## config.mk

```make
export PLATFORM = sky130hd
export DESIGN_NAME = reloc_bb_unit
export DESIGN_NICKNAME = d
export VERILOG_FILES = /design/src/rtl/reloc_pkg.sv /design/src/rtl/reloc_cfg_regs.sv /design/src/rtl/reloc_csa3.sv /design/src/rtl/reloc_channel.sv /design/src/rtl/reloc_bb_unit.sv
export SDC_FILE = /design/constraint.sdc
export NUM_CORES = 1
export LEC_CHECK = 0
export BUFFER_PORTS_ARGS = -buffer_cell sky130_fd_sc_hd__buf_2
export CORE_MARGIN = 1
export CORE_UTILIZATION = 52
export DETAILED_ROUTE_END_ITERATION = 10
export GPL_ROUTABILITY_DRIVEN = 0
export PLACE_DENSITY_LB_ADDON = 0.15
export SLEW_MARGIN = 25
export SYNTH_ARGS = -nofsm -noshare
export SYNTH_HDL_FRONTEND = slang
export SYNTH_SLANG_ARGS = --single-unit
```

## constraint.sdc

```tcl
create_clock -name clk -period 4 [get_ports clk]
set_clock_uncertainty 0.05 [all_clocks]
set_input_delay 0.2 -clock clk [delete_from_list [all_inputs] [get_ports clk]]
set_output_delay 0.2 -clock clk [all_outputs]
set_load 0.005 [all_outputs]
```

## src/rtl/reloc_pkg.sv

```systemverilog
// Package: shared encodings for the relocation unit.
// Assumes: the configuration select is two bits wide.
package reloc_pkg;
    localparam int unsigned CFG_SEL_W = 2;
    localparam int unsigned CFG_NREGS = 4;

    // Select encoding of the window registers
    typedef enum logic [CFG_SEL_W-1:0] {
        SEL_PROG_BASE  = 2'd0,
        SEL_PROG_LIMIT = 2'd1,
        SEL_DATA_BASE  = 2'd2,
        SEL_DATA_LIMIT = 2'd3
    } cfg_sel_e;
endpackage

```

## src/rtl/reloc_cfg_regs.sv

```systemverilog
// Module: reloc_cfg_regs
// Holds the four window registers and the privileged access port for them.
// Assumes: the write takes effect at the clock edge; reads are combinational;
// any access in user mode is dropped and flagged.
module reloc_cfg_regs
    import reloc_pkg::*;
#(
    parameter int unsigned W = 32
) (
    input  logic                 clk,
    input  logic                 rst_n,
    input  logic                 supervisor,
    input  logic                 wr_en,
    input  logic                 rd_en,
    input  logic [CFG_SEL_W-1:0] sel,
    input  logic [W-1:0]         wdata,
    output logic [W-1:0]         rdata,
    output logic                 priv_err,
    output logic [W-1:0]         prog_base,
    output logic [W-1:0]         prog_limit,
    output logic [W-1:0]         data_base,
    output logic [W-1:0]         data_limit
);
    logic [W-1:0] regs_q [CFG_NREGS];
    logic         wr_ok;

    // Gate a write on supervisor mode
    always_comb wr_ok = wr_en & supervisor;

    // Flag any access tried from user mode
    always_comb priv_err = (wr_en | rd_en) & ~supervisor;

    // Return the selected register only on a supervisor read
    always_comb rdata = (rd_en & supervisor) ? regs_q[sel] : '0;

    for (genvar g = 0; g < CFG_NREGS; g++) begin : g_reg
        // Update one window register on a privileged write that selects it
        always_ff @(posedge clk) begin
            if (!rst_n)
                regs_q[g] <= '0;
            else if (wr_ok && (sel == CFG_SEL_W'(g)))
                regs_q[g] <= wdata;
        end

        assert_sup_write_R7: assert property (@(posedge clk) disable iff (!rst_n)
            (wr_en && supervisor && (sel == CFG_SEL_W'(g))) |=> (regs_q[g] == $past(wdata)));

        assert_user_write_ignored_R8: assert property (@(posedge clk) disable iff (!rst_n)
            (wr_en && !supervisor) |=> $stable(regs_q[g]));
    end

    // Name the registers for the channels
    always_comb begin
        prog_base  = regs_q[SEL_PROG_BASE];
        prog_limit = regs_q[SEL_PROG_LIMIT];
        data_base  = regs_q[SEL_DATA_BASE];
        data_limit = regs_q[SEL_DATA_LIMIT];
    end
endmodule

```

## src/rtl/reloc_csa3.sv

```systemverilog
// Module: reloc_csa3
// Adds three operands with one carry-save layer and one carry-propagate adder.
// Assumes: the result wraps modulo 2^W.
module reloc_csa3 #(
    parameter int unsigned W = 32
) (
    input  logic [W-1:0] a,
    input  logic [W-1:0] b,
    input  logic [W-1:0] c,
    output logic [W-1:0] sum
);
    logic [W-1:0] s_vec;
    logic [W-1:0] c_vec;

    for (genvar i = 0; i < W; i++) begin : g_fa
        // Full adder per bit: partial sum and carry out
        always_comb begin
            s_vec[i] = a[i] ^ b[i] ^ c[i];
            c_vec[i] = (a[i] & b[i]) | (a[i] & c[i]) | (b[i] & c[i]);
        end
    end

    // Single carry-propagate add of the shifted carry vector
    always_comb sum = s_vec + {c_vec[W-2:0], 1'b0};
endmodule

```

## src/rtl/reloc_channel.sv

```systemverilog
// Module: reloc_channel
// One relocation channel: forms the logical address, checks it against the
// limit and relocates it by the base. HAS_OFFSET picks the three-operand
// carry-save path; otherwise the physical address is a two-operand add.
// Assumes: op_b is tied to zero when HAS_OFFSET is 0.
module reloc_channel #(
    parameter int unsigned W          = 32,
    parameter bit          HAS_OFFSET = 1'b0
) (
    input  logic         clk,
    input  logic         rst_n,
    input  logic         req,
    input  logic [W-1:0] op_a,
    input  logic [W-1:0] op_b,
    input  logic [W-1:0] base,
    input  logic [W-1:0] limit,
    output logic         req_out,
    output logic [W-1:0] paddr,
    output logic         fault
);
    logic [W-1:0] laddr;
    logic         in_range;

    // Logical address seen by the limit check
    always_comb laddr = op_a + op_b;

    // Unsigned strict-below comparison against the window length
    always_comb in_range = (laddr < limit);

    // Forward a legal request; flag an illegal one
    always_comb begin
        req_out = req & in_range;
        fault   = req & ~in_range;
    end

    if (HAS_OFFSET) begin : g_csa
        reloc_csa3 #(.W(W)) u_csa (
            .a  (op_a),
            .b  (op_b),
            .c  (base),
            .sum(paddr)
        );

        assert_csa_matches_R3: assert property (@(posedge clk) disable iff (!rst_n)
            req |-> (paddr == laddr + base));
    end else begin : g_add
        // Two-operand relocation
        always_comb paddr = laddr + base;
    end
endmodule

```

## src/rtl/reloc_bb_unit.sv

```systemverilog
// Module: reloc_bb_unit
// Top of the dual-window relocation unit: a fetch channel on the program
// window, a data channel on the data window, and privileged configuration.
// Assumes: translation is combinational; window changes apply after the edge.
module reloc_bb_unit
    import reloc_pkg::*;
#(
    parameter int unsigned ADDR_W = 32
) (
    input  logic                 clk,
    input  logic                 rst_n,
    input  logic                 cfg_supervisor,
    input  logic                 cfg_wr_en,
    input  logic                 cfg_rd_en,
    input  logic [CFG_SEL_W-1:0] cfg_sel,
    input  logic [ADDR_W-1:0]    cfg_wdata,
    output logic [ADDR_W-1:0]    cfg_rdata,
    output logic                 cfg_priv_err,
    input  logic                 if_req,
    input  logic [ADDR_W-1:0]    if_addr,
    output logic                 if_req_out,
    output logic [ADDR_W-1:0]    if_paddr,
    output logic                 if_fault,
    input  logic                 dm_req,
    input  logic [ADDR_W-1:0]    dm_rs1,
    input  logic [ADDR_W-1:0]    dm_imm,
    output logic                 dm_req_out,
    output logic [ADDR_W-1:0]    dm_paddr,
    output logic                 dm_fault
);
    logic [ADDR_W-1:0] prog_base, prog_limit, data_base, data_limit;

    reloc_cfg_regs #(.W(ADDR_W)) u_cfg (
        .clk       (clk),
        .rst_n     (rst_n),
        .supervisor(cfg_supervisor),
        .wr_en     (cfg_wr_en),
        .rd_en     (cfg_rd_en),
        .sel       (cfg_sel),
        .wdata     (cfg_wdata),
        .rdata     (cfg_rdata),
        .priv_err  (cfg_priv_err),
        .prog_base (prog_base),
        .prog_limit(prog_limit),
        .data_base (data_base),
        .data_limit(data_limit)
    );

    reloc_channel #(.W(ADDR_W), .HAS_OFFSET(1'b0)) u_fetch (
        .clk    (clk),
        .rst_n  (rst_n),
        .req    (if_req),
        .op_a   (if_addr),
        .op_b   ('0),
        .base   (prog_base),
        .limit  (prog_limit),
        .req_out(if_req_out),
        .paddr  (if_paddr),
        .fault  (if_fault)
    );

    reloc_channel #(.W(ADDR_W), .HAS_OFFSET(1'b1)) u_data (
        .clk    (clk),
        .rst_n  (rst_n),
        .req    (dm_req),
        .op_a   (dm_rs1),
        .op_b   (dm_imm),
        .base   (data_base),
        .limit  (data_limit),
        .req_out(dm_req_out),
        .paddr  (dm_paddr),
        .fault  (dm_fault)
    );

    assert_reset_clears_R1: assert property (@(posedge clk)
        !rst_n |=> (prog_base == '0 && prog_limit == '0 && data_base == '0 && data_limit == '0));

    assert_zero_limit_blocks_R4: assert property (@(posedge clk) disable iff (!rst_n)
        (prog_limit == '0) |-> !if_req_out);

    assert_fetch_over_limit_R4: assert property (@(posedge clk) disable iff (!rst_n)
        (if_req && (if_addr >= prog_limit)) |-> (if_fault && !if_req_out));

    assert_fetch_reloc_R2: assert property (@(posedge clk) disable iff (!rst_n)
        if_req_out |-> (if_paddr == if_addr + prog_base));
endmodule

```

==> run_results.csv <==
group,metric,value,unit
pwr,power_density,360.1,nW/µm²
floorplan,die_h,159.8,µm
yosys,synth_edf_count,128,
yosys,yosys.area.top_type,"edfxtp_1",
floorplan,ioPinCount,238,
grt,grt_usage,0.2805,
grt,grt_antenna_before_repair,1,
timing,setup_viol,1,
pwr,power,5.734,mW
place,dpl.hpwl,28.85,mm
grt,overflow,0,
timing,clock.fmax,249.0,MHz
grt,grt_first_pass_wirelength,56.37,mm
setup_path,required,3.75,ns
final_layout,reg_top3,"u_cfg.regs_q (128)",
final_layout,drive_above_1_share,0.2684,
routing,dr.pass1.iters,5,
routing,detail_route.wl_per_cell,18.38,µm
clock_tree,numCtsBuffers,25,
worst_hold_path,hold_depth,2,
worst_hold_path,hp-class,"in -> reg",
yosys,netlist_instances,1310,
timing,rsz0062_at_grt,"true",
clock_tree,cts_root_buf,"clkbuf_16",
floorplan,start_util,0.5309,
setup_path,cp_cell_sequence,"fa_1, ha_2, inv_2, fa_2, nand2b_4, a21oi_4, o2111ai_2, a31o_2, a31oi_4, a221o_1, nor4b_1, or3_1, buf_2",
yosys,synth_seq_area_share,0.2968,
yosys,yosys_warnings,0,
yosys,ys_ff_latch,128,
clock_tree,clock_path_buffers,3,
setup_path,max_stage_delay,0.53,ns
final_layout,regMostFlops,"u_cfg.regs_q",
yosys,synthTopCellsByCount,"ha_1, and2_1, edfxtp_1",
outcome,violations,"setup timing",
timing,min_period_over_period,1.004,
final_layout,area_growth,22.97,%
timing,setup_slack,-0.01654,ns
setup_path,critPathMaxFanout,3,
final_layout,finalNonFillerCells,1939,
yosys,synthTopCellsByArea,"edfxtp_1, ha_1, and2_1",
floorplan,coreArea,24390,µm²
routing,via_per_inst,5.733,
timing,final.setup.tns,-0.01654,ns
routing,dr.first_iter.drc_count,832,
yosys,syn-num-nets,1635,
clock_tree,htreeDepth,4,
timing,fin_crit,4.017,ns
grt,grt_max_degree,36,
timing,slew_headroom,0.3466,
yosys,async_flop_share,0,
pwr,ir_drop,0.2198,mV
clock_tree,cts_tree,"done",
timing,drv_slew,0,
final_layout,final_util,0.6529,
yosys,synth_top_flop_cell,"edfxtp_1",
place,placedCellCount,1889,
routing,vias,11120,
setup_path,critPathKind,"reg -> out",
timing,hold_viol_final,0,
routing,drc,0,
timing,tightestPinTransition,0.9801,ns
final_layout,largest_register_ffs,128,
setup_path,crit_slowest_cell,"fa_1",
routing,drt-total-wl,35.63,mm
job,maxCapViolations,0,
yosys,synth_top_cell_area_share,0.2968,
yosys,ys_types,71,
place,portBuffers,237,
yosys,syn_area,12950,µm²
clock_tree,clk_pin_slew_worst_paths,0.05,ns
floorplan,die_area,25540,µm²
setup_path,end_kind,"output pin",
outcome,status,"finished with violations",
routing,ant_nets,0,
floorplan,die_w,159.8,µm
final_layout,fin_nets,1933,
grt,grt_pass1_vias,10800,
setup_path,crit_path_start_kind,"flip-flop",
pwr,p_leak,7.459,nW
floorplan,row_count,57,
setup_path,arrival,3.77,ns
yosys,synth_most_common_cell,"ha_1",
clock_tree,clock-sinks,128,
yosys,avgSynthCellArea,9.885,µm²
final timing paths:
path  slack, ns                  to                from
max       -0.02        dm_paddr[29]  u_cfg.regs_q[2][1]
min       0.005  u_cfg.regs_q[3][4]        cfg_wdata[4]
through the flow:
stage | hold slack [ns] | instance area (µm²) | setup WS [ns]
6_report | 0.005240 | 15920 | -0.01654
5_1_grt | 0.001133 | 15920 | -0.1378
3_5_place_dp | 0.4644 | 14890 | -0.2586
3_3_place_gp | 0.4605 | 14890 | -0.1739
2_1_floorplan | 0.3482 | 12950 | 0.1107
4_1_cts | 0.0002572 | 15760 | -0.1388
logic make-up (layout without fill, tap and decap cells):
kind of cell | count (synthesis) | in the layout | synth area share
simple gates | 411 | 411 | 0.1761
compound gates | 322 | 322 | 0.1700
flops | 128 | 128 | 0.2968
fa+ha+maj | 188 | 188 | 0.2014
xor+xnor | 80 | 80 | 0.05411
buf+inv | 144 | 447 | 0.04203
other cells | 0 | 2 | 0
mux | 37 | 37 | 0.05952
routing by layer:
layer / vias up / share of wire / global-route usage
met5: - / 0 / 0
met2: 405 / 0.45 / 0.4412
met3: 56 / 0.079 / 0.04909
met1: 5233 / 0.45 / 0.3952
met4: 0 / 0.022 / 0.08571
li1: 5423 / - / -
power by group:
group          switching, mW  internal (mW)
clock                  0.576           1.11
sequential            0.0913           1.57
combinational           1.23           1.15
total                   1.90           3.83
worst max-delay path, delay by kind of cell, from the launching register on:
family | cells | cell delay, ns
adders and majority gates | 3 | 1.06
DFF | 1 | 0.44
and+or+nand+nor | 3 | 0.57
buffers and inverters | 2 | 0.17
AOI/OAI and AO/OA | 5 | 1.07
placed cells by master (no fill, tap or decap), types with 6 or more instances in the layout:
master | Yosys | layout
o21ai_1 | 5 | 9
buf_2 | 3 | 237
fa_1 | 34 | 32
a21oi_2 | 4 | 8
a21o_1 | 78 | 78
inv_1 | 96 | 95
nor3_1 | 24 | 23
nand3_1 | 30 | 30
and2_1 | 134 | 134
ha_1 | 154 | 149
nor2_1 | 56 | 56
nand2_1 | 49 | 49
buf_4 | 0 | 74
nor2b_1 | 11 | 11
o21ai_0 | 43 | 36
mux4_2 | 32 | 32
o211ai_1 | 9 | 9
xnor2_1 | 52 | 51
nand2b_1 | 15 | 14
o21a_1 | 15 | 15
a31oi_1 | 7 | 6
clkbuf_16 | 0 | 25
xor2_1 | 28 | 28
edfxtp_1 | 128 | 128
nand4_1 | 19 | 19
and3_1 | 43 | 43
a21oi_1 | 96 | 90
timing repair:
| item | 4_1_cts | 5_1_grt |
|---|---|---|
| setup buffers | 7 | 6 |
| pin swaps | 23 | 31 |
| gates cloned | 0 | 0 |
| resized for setup | 24 | 23 |
| hold buffers | 3 | 0 |
| setup endpoints to repair | 7 | 9 |
| endpoints found under the hold margin | 4 | 0 |
final cells by class:
cell class / instances / area (µm²)
multi-input combinational: 1038 / 8823
fill: 2048 / 8467
sequential: 128 / 3844
timing repair buffer: 318 / 1826
clock buffer: 27 / 633.1
tap: 324 / 405.4
inverter: 97 / 364.1
clock inverter: 5 / 23.77
antenna: 2 / 5.005
(Power assumes the default switching activity.)
